`src/rtl/sgi_pkg.sv`:
```
package sgi_pkg;
  localparam int unsigned NUM_ID   = 16;
  localparam int unsigned ID_W     = 4;
  localparam int unsigned TL_W     = 16;
  localparam int unsigned AFF_W    = 8;
  localparam int unsigned RS_W     = 4;
  localparam int unsigned WORD_W   = 64;

  typedef struct packed {
    logic [AFF_W-1:0] aff3;
    logic [AFF_W-1:0] aff2;
    logic [AFF_W-1:0] aff1;
    logic [AFF_W-1:0] aff0;
  } pe_aff_t;

  typedef struct packed {
    logic [ID_W-1:0]  id;
    logic [TL_W-1:0]  tlist;
    logic [AFF_W-1:0] aff1;
    logic [AFF_W-1:0] aff2;
    logic [AFF_W-1:0] aff3;
    logic [RS_W-1:0]  rsel;
    logic             bcast;
  } sgi_req_t;
endpackage

```
`src/rtl/sgi_field_decode.sv`:
```
module sgi_field_decode
  import sgi_pkg::*;
(
  input  logic [WORD_W-1:0] word_i,
  output sgi_req_t          req_o,
  output logic [NUM_ID-1:0] id_oh_o
);
  logic unused_bits;
  assign unused_bits = ^{word_i[63:56], word_i[43:41], word_i[31:28]};

  always_comb begin
    req_o.tlist = word_i[15:0];
    req_o.aff1  = word_i[23:16];
    req_o.id    = word_i[27:24];
    req_o.aff2  = word_i[39:32];
    req_o.bcast = word_i[40];
    req_o.rsel  = word_i[47:44];
    req_o.aff3  = word_i[55:48];
  end

  always_comb begin
    id_oh_o = '0;
    id_oh_o[req_o.id] = 1'b1;
  end

  always_comb assert ($onehot(id_oh_o)) else $error("p_id_onehot_r1");
endmodule

```
`src/rtl/sgi_target_match.sv`:
```
module sgi_target_match
  import sgi_pkg::*;
#(
  parameter int unsigned NUM_PE = 4,
  parameter logic [NUM_PE*32-1:0] PE_AFF = '0,
  localparam int unsigned PE_IDX_W = (NUM_PE > 1) ? $clog2(NUM_PE) : 1
) (
  input  logic                clk_i,
  input  logic                rst_ni,
  input  logic                valid_i,
  input  sgi_req_t            req_i,
  input  logic [PE_IDX_W-1:0] req_pe_i,
  output logic [NUM_PE-1:0]   hit_o
);
  for (genvar p = 0; p < NUM_PE; p++) begin : g_pe
    pe_aff_t aff;
    logic    grp_ok, slot_ok;
    assign aff     = pe_aff_t'(PE_AFF[p*32 +: 32]);
    // bitmap covers aff0 = rsel*16 .. rsel*16+15
    assign grp_ok  = (aff.aff3 == req_i.aff3) && (aff.aff2 == req_i.aff2) &&
                     (aff.aff1 == req_i.aff1) && (aff.aff0[7:4] == req_i.rsel);
    assign slot_ok = req_i.tlist[aff.aff0[3:0]];
    always_comb begin
      if (!valid_i)          hit_o[p] = 1'b0;
      else if (req_i.bcast)  hit_o[p] = (PE_IDX_W'(p) != req_pe_i);
      else                   hit_o[p] = grp_ok && slot_ok;
    end
  end

  p_bcast_skips_self_r4: assert property (@(posedge clk_i) disable iff (!rst_ni)
    (valid_i && req_i.bcast && (32'(req_pe_i) < NUM_PE)) |-> !hit_o[req_pe_i]);

  p_bcast_others_r4: assert property (@(posedge clk_i) disable iff (!rst_ni)
    (valid_i && req_i.bcast) |-> ($countones(hit_o) >= NUM_PE - 1));

  p_idle_no_hit_r5: assert property (@(posedge clk_i) disable iff (!rst_ni)
    !valid_i |-> (hit_o == '0));
endmodule

```
`src/rtl/sgi_pend_bank.sv`:
```
module sgi_pend_bank
  import sgi_pkg::*;
(
  input  logic              clk_i,
  input  logic              rst_ni,
  input  logic [NUM_ID-1:0] set_i,
  input  logic [NUM_ID-1:0] clr_i,
  output logic [NUM_ID-1:0] pend_o
);
  always_ff @(posedge clk_i or negedge rst_ni) begin
    if (!rst_ni) pend_o <= '0;
    else         pend_o <= (pend_o & ~clr_i) | set_i;  // set wins
  end

  p_one_id_r1: assert property (@(posedge clk_i) disable iff (!rst_ni)
    $onehot0(set_i));

  for (genvar k = 0; k < NUM_ID; k++) begin : g_chk
    p_set_wins_r6: assert property (@(posedge clk_i) disable iff (!rst_ni)
      set_i[k] |=> pend_o[k]);
    p_clear_r7: assert property (@(posedge clk_i) disable iff (!rst_ni)
      (clr_i[k] && !set_i[k]) |=> !pend_o[k]);
    p_hold_r10: assert property (@(posedge clk_i) disable iff (!rst_ni)
      (!clr_i[k] && !set_i[k]) |=> $stable(pend_o[k]));
  end
endmodule

```
`src/rtl/sgi_affinity_router.sv`:
```
module sgi_affinity_router
  import sgi_pkg::*;
#(
  parameter int unsigned NUM_PE = 4,
  // PE p affinity at [p*32 +: 32] as {aff3, aff2, aff1, aff0}
  parameter logic [NUM_PE*32-1:0] PE_AFF = 128'h00000011_00000100_00000001_00000000,
  localparam int unsigned PE_IDX_W = (NUM_PE > 1) ? $clog2(NUM_PE) : 1,
  localparam int unsigned PEND_W   = NUM_PE * NUM_ID
) (
  input  logic                clk_i,
  input  logic                rst_ni,
  input  logic                req_valid_i,
  input  logic [WORD_W-1:0]   req_word_i,
  input  logic [PE_IDX_W-1:0] req_pe_i,
  input  logic [PEND_W-1:0]   clr_i,
  output logic [PEND_W-1:0]   pend_o
);
  sgi_req_t          req;
  logic [NUM_ID-1:0] id_oh;
  logic [NUM_PE-1:0] hit;

  sgi_field_decode u_dec (
    .word_i  (req_word_i),
    .req_o   (req),
    .id_oh_o (id_oh)
  );

  sgi_target_match #(.NUM_PE(NUM_PE), .PE_AFF(PE_AFF)) u_match (
    .clk_i    (clk_i),
    .rst_ni   (rst_ni),
    .valid_i  (req_valid_i),
    .req_i    (req),
    .req_pe_i (req_pe_i),
    .hit_o    (hit)
  );

  for (genvar p = 0; p < NUM_PE; p++) begin : g_bank
    logic [NUM_ID-1:0] set;
    assign set = hit[p] ? id_oh : '0;
    sgi_pend_bank u_bank (
      .clk_i  (clk_i),
      .rst_ni (rst_ni),
      .set_i  (set),
      .clr_i  (clr_i[p*NUM_ID +: NUM_ID]),
      .pend_o (pend_o[p*NUM_ID +: NUM_ID])
    );
  end

  p_quiet_stable_r5: assert property (@(posedge clk_i) disable iff (!rst_ni)
    (!req_valid_i && clr_i == '0) |=> $stable(pend_o));
endmodule

```
`config.mk`:
```
export PLATFORM = sky130hd
export DESIGN_NAME = sgi_affinity_router
export DESIGN_NICKNAME = d
export VERILOG_FILES = /design/src/rtl/sgi_pkg.sv /design/src/rtl/sgi_field_decode.sv /design/src/rtl/sgi_target_match.sv /design/src/rtl/sgi_pend_bank.sv /design/src/rtl/sgi_affinity_router.sv
export SDC_FILE = /design/constraint.sdc
export NUM_CORES = 1
export LEC_CHECK = 0
export BUFFER_PORTS_ARGS = -buffer_cell sky130_fd_sc_hd__buf_2
export CAP_MARGIN = 5
export CORE_MARGIN = 8
export CORE_UTILIZATION = 47
export CTS_CLUSTER_SIZE = 14
export DETAILED_ROUTE_END_ITERATION = 8
export PLACE_DENSITY = 0.84
export SLEW_MARGIN = 20
export SYNTH_ARGS = -nofsm -noshare
export SYNTH_HDL_FRONTEND = slang
export SYNTH_SLANG_ARGS = --single-unit
```
`constraint.sdc`:
```
create_clock -name clk_i -period 2.1 [get_ports clk_i]
set_input_delay 0.42 -clock clk_i [delete_from_list [all_inputs] [get_ports clk_i]]
set_output_delay 0.42 -clock clk_i [all_outputs]
set_load 0.01 [all_outputs]
```
## After elaboration in Yosys (flattened, before gate mapping)

Index checks and enable logic that the tools add are counted.
Widths: inputs -> output; s select.

- Bits of input ports: 133
- Bits in registers: 64
- Logic and storage cells: 53

- Equal/unequal tests: 5
- Bitwise operators: 12
- Reduce and logical (&&, ||, !) cells: 16
- $lt $le $gt $ge: 2
- Mux-type cells: 14

Operators by type and width:

| cell | count |
|---|---|
| $and 16x16->16 | 4 |
| $mux 16 | 4 |
| $not 16->16 | 4 |
| $or 16x16->16 | 4 |
| $logic_not 8->1 | 3 |
| $logic_and 1x1->1 | 11 |
| $mux 1 | 9 |
| $eq 1x8->1 const A | 1 |
| $lt 4x5->1 const B | 1 |
| $demux 1 s4 | 1 |
| $eq 1x4->1 const A | 1 |
| $ge 4x1->1 const B | 1 |
| $logic_not 4->1 | 1 |
| $ne 2x2->1 const A | 2 |
| $ne 1x2->1 const A | 1 |
| $reduce_bool 2->1 | 1 |

## Longest topological paths before layout

- Depth after elaboration: 9
- Depth in mapped cells: 5
- Gate-level depth less buffers: 4

## Modules after synthesis

From an unflattened synthesis, not the netlist that was laid out.

- Cell total of the unflattened synthesis: 355
- Area total of the unflattened synthesis: 3567.2 sq um

Modules (own cells, without submodules):

| module | area an instance (sq um) | cells each | instances |
|---|---|---|---|
| sgi_pend_bank | 580.6 | 48 | 4 |
| sgi_field_decode | 594.3 | 69 | 1 |
| sgi_affinity_router | 467.9 | 68 | 1 |
| sgi_target_match | 182.7 | 26 | 1 |

## Least setup slack after synthesis

OpenSTA, ideal clock, no wires.

- Kind: input -> register
- Start: input port req_word_i[54]
- End: register g_bank[2].u_bank.pend_o[11]
- Data arrival time: 1.388 ns
- Setup slack: 0.637 ns
- Stages: 5
- Cell sequence: nor4_1 -> and4_4 -> nand4_4 -> buf_6 -> o21ai_2

- Cells in the longest elaborated chain, start to end: 9

Ends and longest elaborated chain:

| element | RTL line | text |
|---|---|---|
| from (decl) | sgi_affinity_router.sv:13 | `input logic [WORD_W-1:0] req_word_i,` |
| $logic_not 8->1 | sgi_target_match.sv:20 | `assign grp_ok = (aff.aff3 == req_i.aff3) && (aff.aff2 == req_i.aff2) &&` |
| $logic_and 1x1->1 (2 in series) | sgi_target_match.sv:20 |  |
| $logic_and 1x1->1 | sgi_target_match.sv:21 | `(aff.aff1 == req_i.aff1) && (aff.aff0[7:4] == req_i.rsel);` |
| $logic_and 1x1->1 | sgi_target_match.sv:26 | `else hit_o[p] = grp_ok && slot_ok;` |
| $mux 1 | sgi_target_match.sv:25 | `else if (req_i.bcast) hit_o[p] = (PE_IDX_W'(p) != req_pe_i);` |
| $mux 1 | sgi_target_match.sv:24 | `if (!valid_i) hit_o[p] = 1'b0;` |
| $mux 16 | sgi_affinity_router.sv:39 | `assign set = hit[p] ? id_oh : '0;` |
| $or 16x16->16 | sgi_pend_bank.sv:12 | `else pend_o <= (pend_o & ~clr_i) \| set_i;` |
| to (signal assigned) | sgi_pend_bank.sv:12 |  |
| to (decl) | sgi_pend_bank.sv:8 | `output logic [NUM_ID-1:0] pend_o` |

Every way passes these cells.

## Worst setup path after layout

- Start: input port req_word_i[37]
- End: register g_bank[2].u_bank.pend_o[4]

The elaborated chain is that of the path after synthesis.

==> impl_metrics.yaml <==
global_routing:
  grt_use_met2: 0.377
  grtUsageMet1: 0.269
  overflow: 0
  grt_usage: 0.225
  antenna_found_initial: 0
  use_met3: 0.0677
  grt_max_degree: 25
  grt.busiest_layer: "met2"
  grt_pass1_vias: 3423
  grt_pass1_wl_mm: 17.5
sta:
  worst_pin_slew_ns: 0.970
  rsz0062_at_grt: "false"
  finalSetupViolCount: 0
  setup_ws_ns: 0.535
  max_slew_margin: 0.354
  hold_ws_ns: 0.0480
  hold_viol: 0
  fin_crit_sh: 0.745
  slew_viol_final: 0
  timing.fmax_ghz: 0.639
  clock_skew_ns: 0
  tns_ns: 0
  period_minus_slack_ns: 1.57
cts:
  cts_buffers: 9
  clk_pin_slew_ns: 0.07
  cts_tree: "yes"
  clk_path_buf_depth: 2
  cts_resized: 0
  cts_setup_buffers: 0
  clock_sinks: 64
  cts_hold_buf: 0
  root_buffer: "clkbuf_8"
  cts_max_level: 3
  worstSkewPairLatency_ns: 0.33
routing:
  detail-route-antenna-nets: 0
  first_pass_iters: 5
  num_vias: 3247
  drt_wl_total_mm: 11.0
  dr.first_iter.drc_count: 252
  drc_errors: 0
  viasPerCell: 5.43
  wl_per_cell_um: 18.4
worst_setup_path:
  critPathArrivalTime_ns: 1.80
  crit_type: "input pin to register"
  cp.required_ns: 2.34
  reg2reg_slack_ns: 1.22
  cp-end-kind: "register"
  startpoint_type: "input pin"
  crit_fanout: 16
finish:
  drive_gt1_frac: 0.409
  area_growth_pct: 34.5
  top_regs: "g_bank.u_bank.pend_o (64)"
  largest_reg_flops: 64
  stdcell_count: 598
  fin_nets: 647
  n_antenna_cell: 0
  top_register: "g_bank.u_bank.pend_o"
placed_design:
  routabilityCongestion: 0.849
  portBuffers: 167
  dp_hpwl_mm: 8.25
  dp_cells: 583
  pre_cts_ws_ns: 0.155
yosys:
  synth-async-reset-ratio: 1.00
  synth_fp_nets: 473
  synth-edff-count: 0
  synth_cell_types: 23
  synth_area_leaders: "dfrtp_1 50%, nor2b_1 13%, a21oi_1 11%, o21ai_1 4.4%, o21ai_0 3.7%"
  synth_top_area_share: 0.498
  yosys.area.top_type: "dfrtp_1"
  ys_ff_latch: 64
  synthTopCellsByCount: "69 x nor2b_1, 68 x a21oi_1, 64 x dfrtp_1"
  synth.avg_cell_area_sq_um: 9.46
  synth_flop_cell: "dfrtp_1"
  ys_seq_area_frac: 0.498
  syn_area_sq_mm: 0.00322
  syn_inst: 340
  ys_warn_count: 0
  synth.most_common_cell: "nor2b_1"
floorplanning:
  num_rows: 30
  die_w_um: 98.7
  die_h_um: 98.7
  die-area_sq_mm: 0.00974
  core_sq_mm: 0.00672
  start_util: 0.479
  io_pins: 197
run:
  cap_violations: 0
hold_path:
  holdCritPathClass: "input pin to asynchronous set/reset pin"
power:
  p_leak_nw: 2.23
  p_per_area_mw_per_mm2: 602
  ir_drop_v: 0.000290
outcome:
  status: "complete, no violations"
==> critical path: stages <==
cell	delay, ns
buf_2	0.09
nor4_1	0.28
and4_4	0.35
nand4_4	0.34
o21ai_0	0.32
==> layer usage <==
metal,vias to the layer above,share of wire
met5,-,0
met4,0,0.014
met3,13,0.095
met2,171,0.49
met1,1520,0.41
li1,1543,-
==> worst paths after layout <==
kind	startpoint	end	cells after the start
max in group asynchronous	rst_ni	g_bank[3].u_bank.pend_o[2]$_DFF_PN0_	2
hold / removal	rst_ni	g_bank[0].u_bank.pend_o[11]$_DFF_PN0_	1
min in group clk_i	clr_i[57]	g_bank[3].u_bank.pend_o[9]$_DFF_PN0_	4
setup / recovery	req_word_i[37]	g_bank[2].u_bank.pend_o[4]$_DFF_PN0_	5
hold reg to reg	g_bank[2].u_bank.pend_o[14]$_DFF_PN0_	g_bank[2].u_bank.pend_o[14]$_DFF_PN0_	3
setup reg to reg	g_bank[2].u_bank.pend_o[4]$_DFF_PN0_	g_bank[2].u_bank.pend_o[4]$_DFF_PN0_	3
==> report_power, final <==
part	switching, W	total [W]	internal [W]	leakage [nW]
registers	0.0000107	0.00126	0.00125	0.889
clock network	0.000462	0.00103	0.000568	0.0989
logic	0.000180	0.000308	0.000128	1.24
total	0.000652	0.00260	0.00195	2.23
==> layout make-up <==
type	count	area (sq um)
fill	572	2390
sequential	64	1600
multi-input combinational	262	1530
timing repair buffer	175	896
clock buffer	11	141
tap	80	100
clock inverter	4	45.0
inverter	2	7.51
==> cell usage in the layout (no fill, tap or decap), drive strengths merged <==
cell type,synthesis,layout
a21oi,68,68
clkbuf,0,11
nand2,13,13
inv,2,2
nor2b,69,69
nor4,6,6
bufinv,0,1
dfrtp,64,64
and2b,1,1
o21a,2,2
nand3,6,6
and3,1,1
nand2b,4,4
a31oi,1,1
clkinv,0,3
o21ai,64,64
nor3,7,7
and4,1,1
nor4b,1,1
buf,12,175
nor2,13,13
nand4,5,5
==> kinds of logic (layout without fill, tap and decap cells) <==
| kind of cell | after synthesis | in the layout | synth area share |
|---|---|---|---|
| flops | 64 | 64 | 0.498 |
| simple gates | 127 | 127 | 0.247 |
| buf+inv | 14 | 192 | 0.0288 |
| compound gates | 135 | 135 | 0.226 |
==> per-stage QoR <==
| stage | cell area [sq um] | utilization | total power [W] |
|---|---|---|---|
| 3_3_place_gp | 4140 | 0.616 | 0.00158 |
| 2_1_floorplan | 3220 | - | 0.00140 |
| 3_5_place_dp | 4140 | 0.616 | 0.00159 |
| 5_1_grt | 4320 | 0.644 | 0.00270 |
| 6_report | 4320 | 0.644 | 0.00260 |
| 4_1_cts | 4320 | 0.644 | 0.00260 |
No activity file was read; power rests on OpenSTA's default activity.
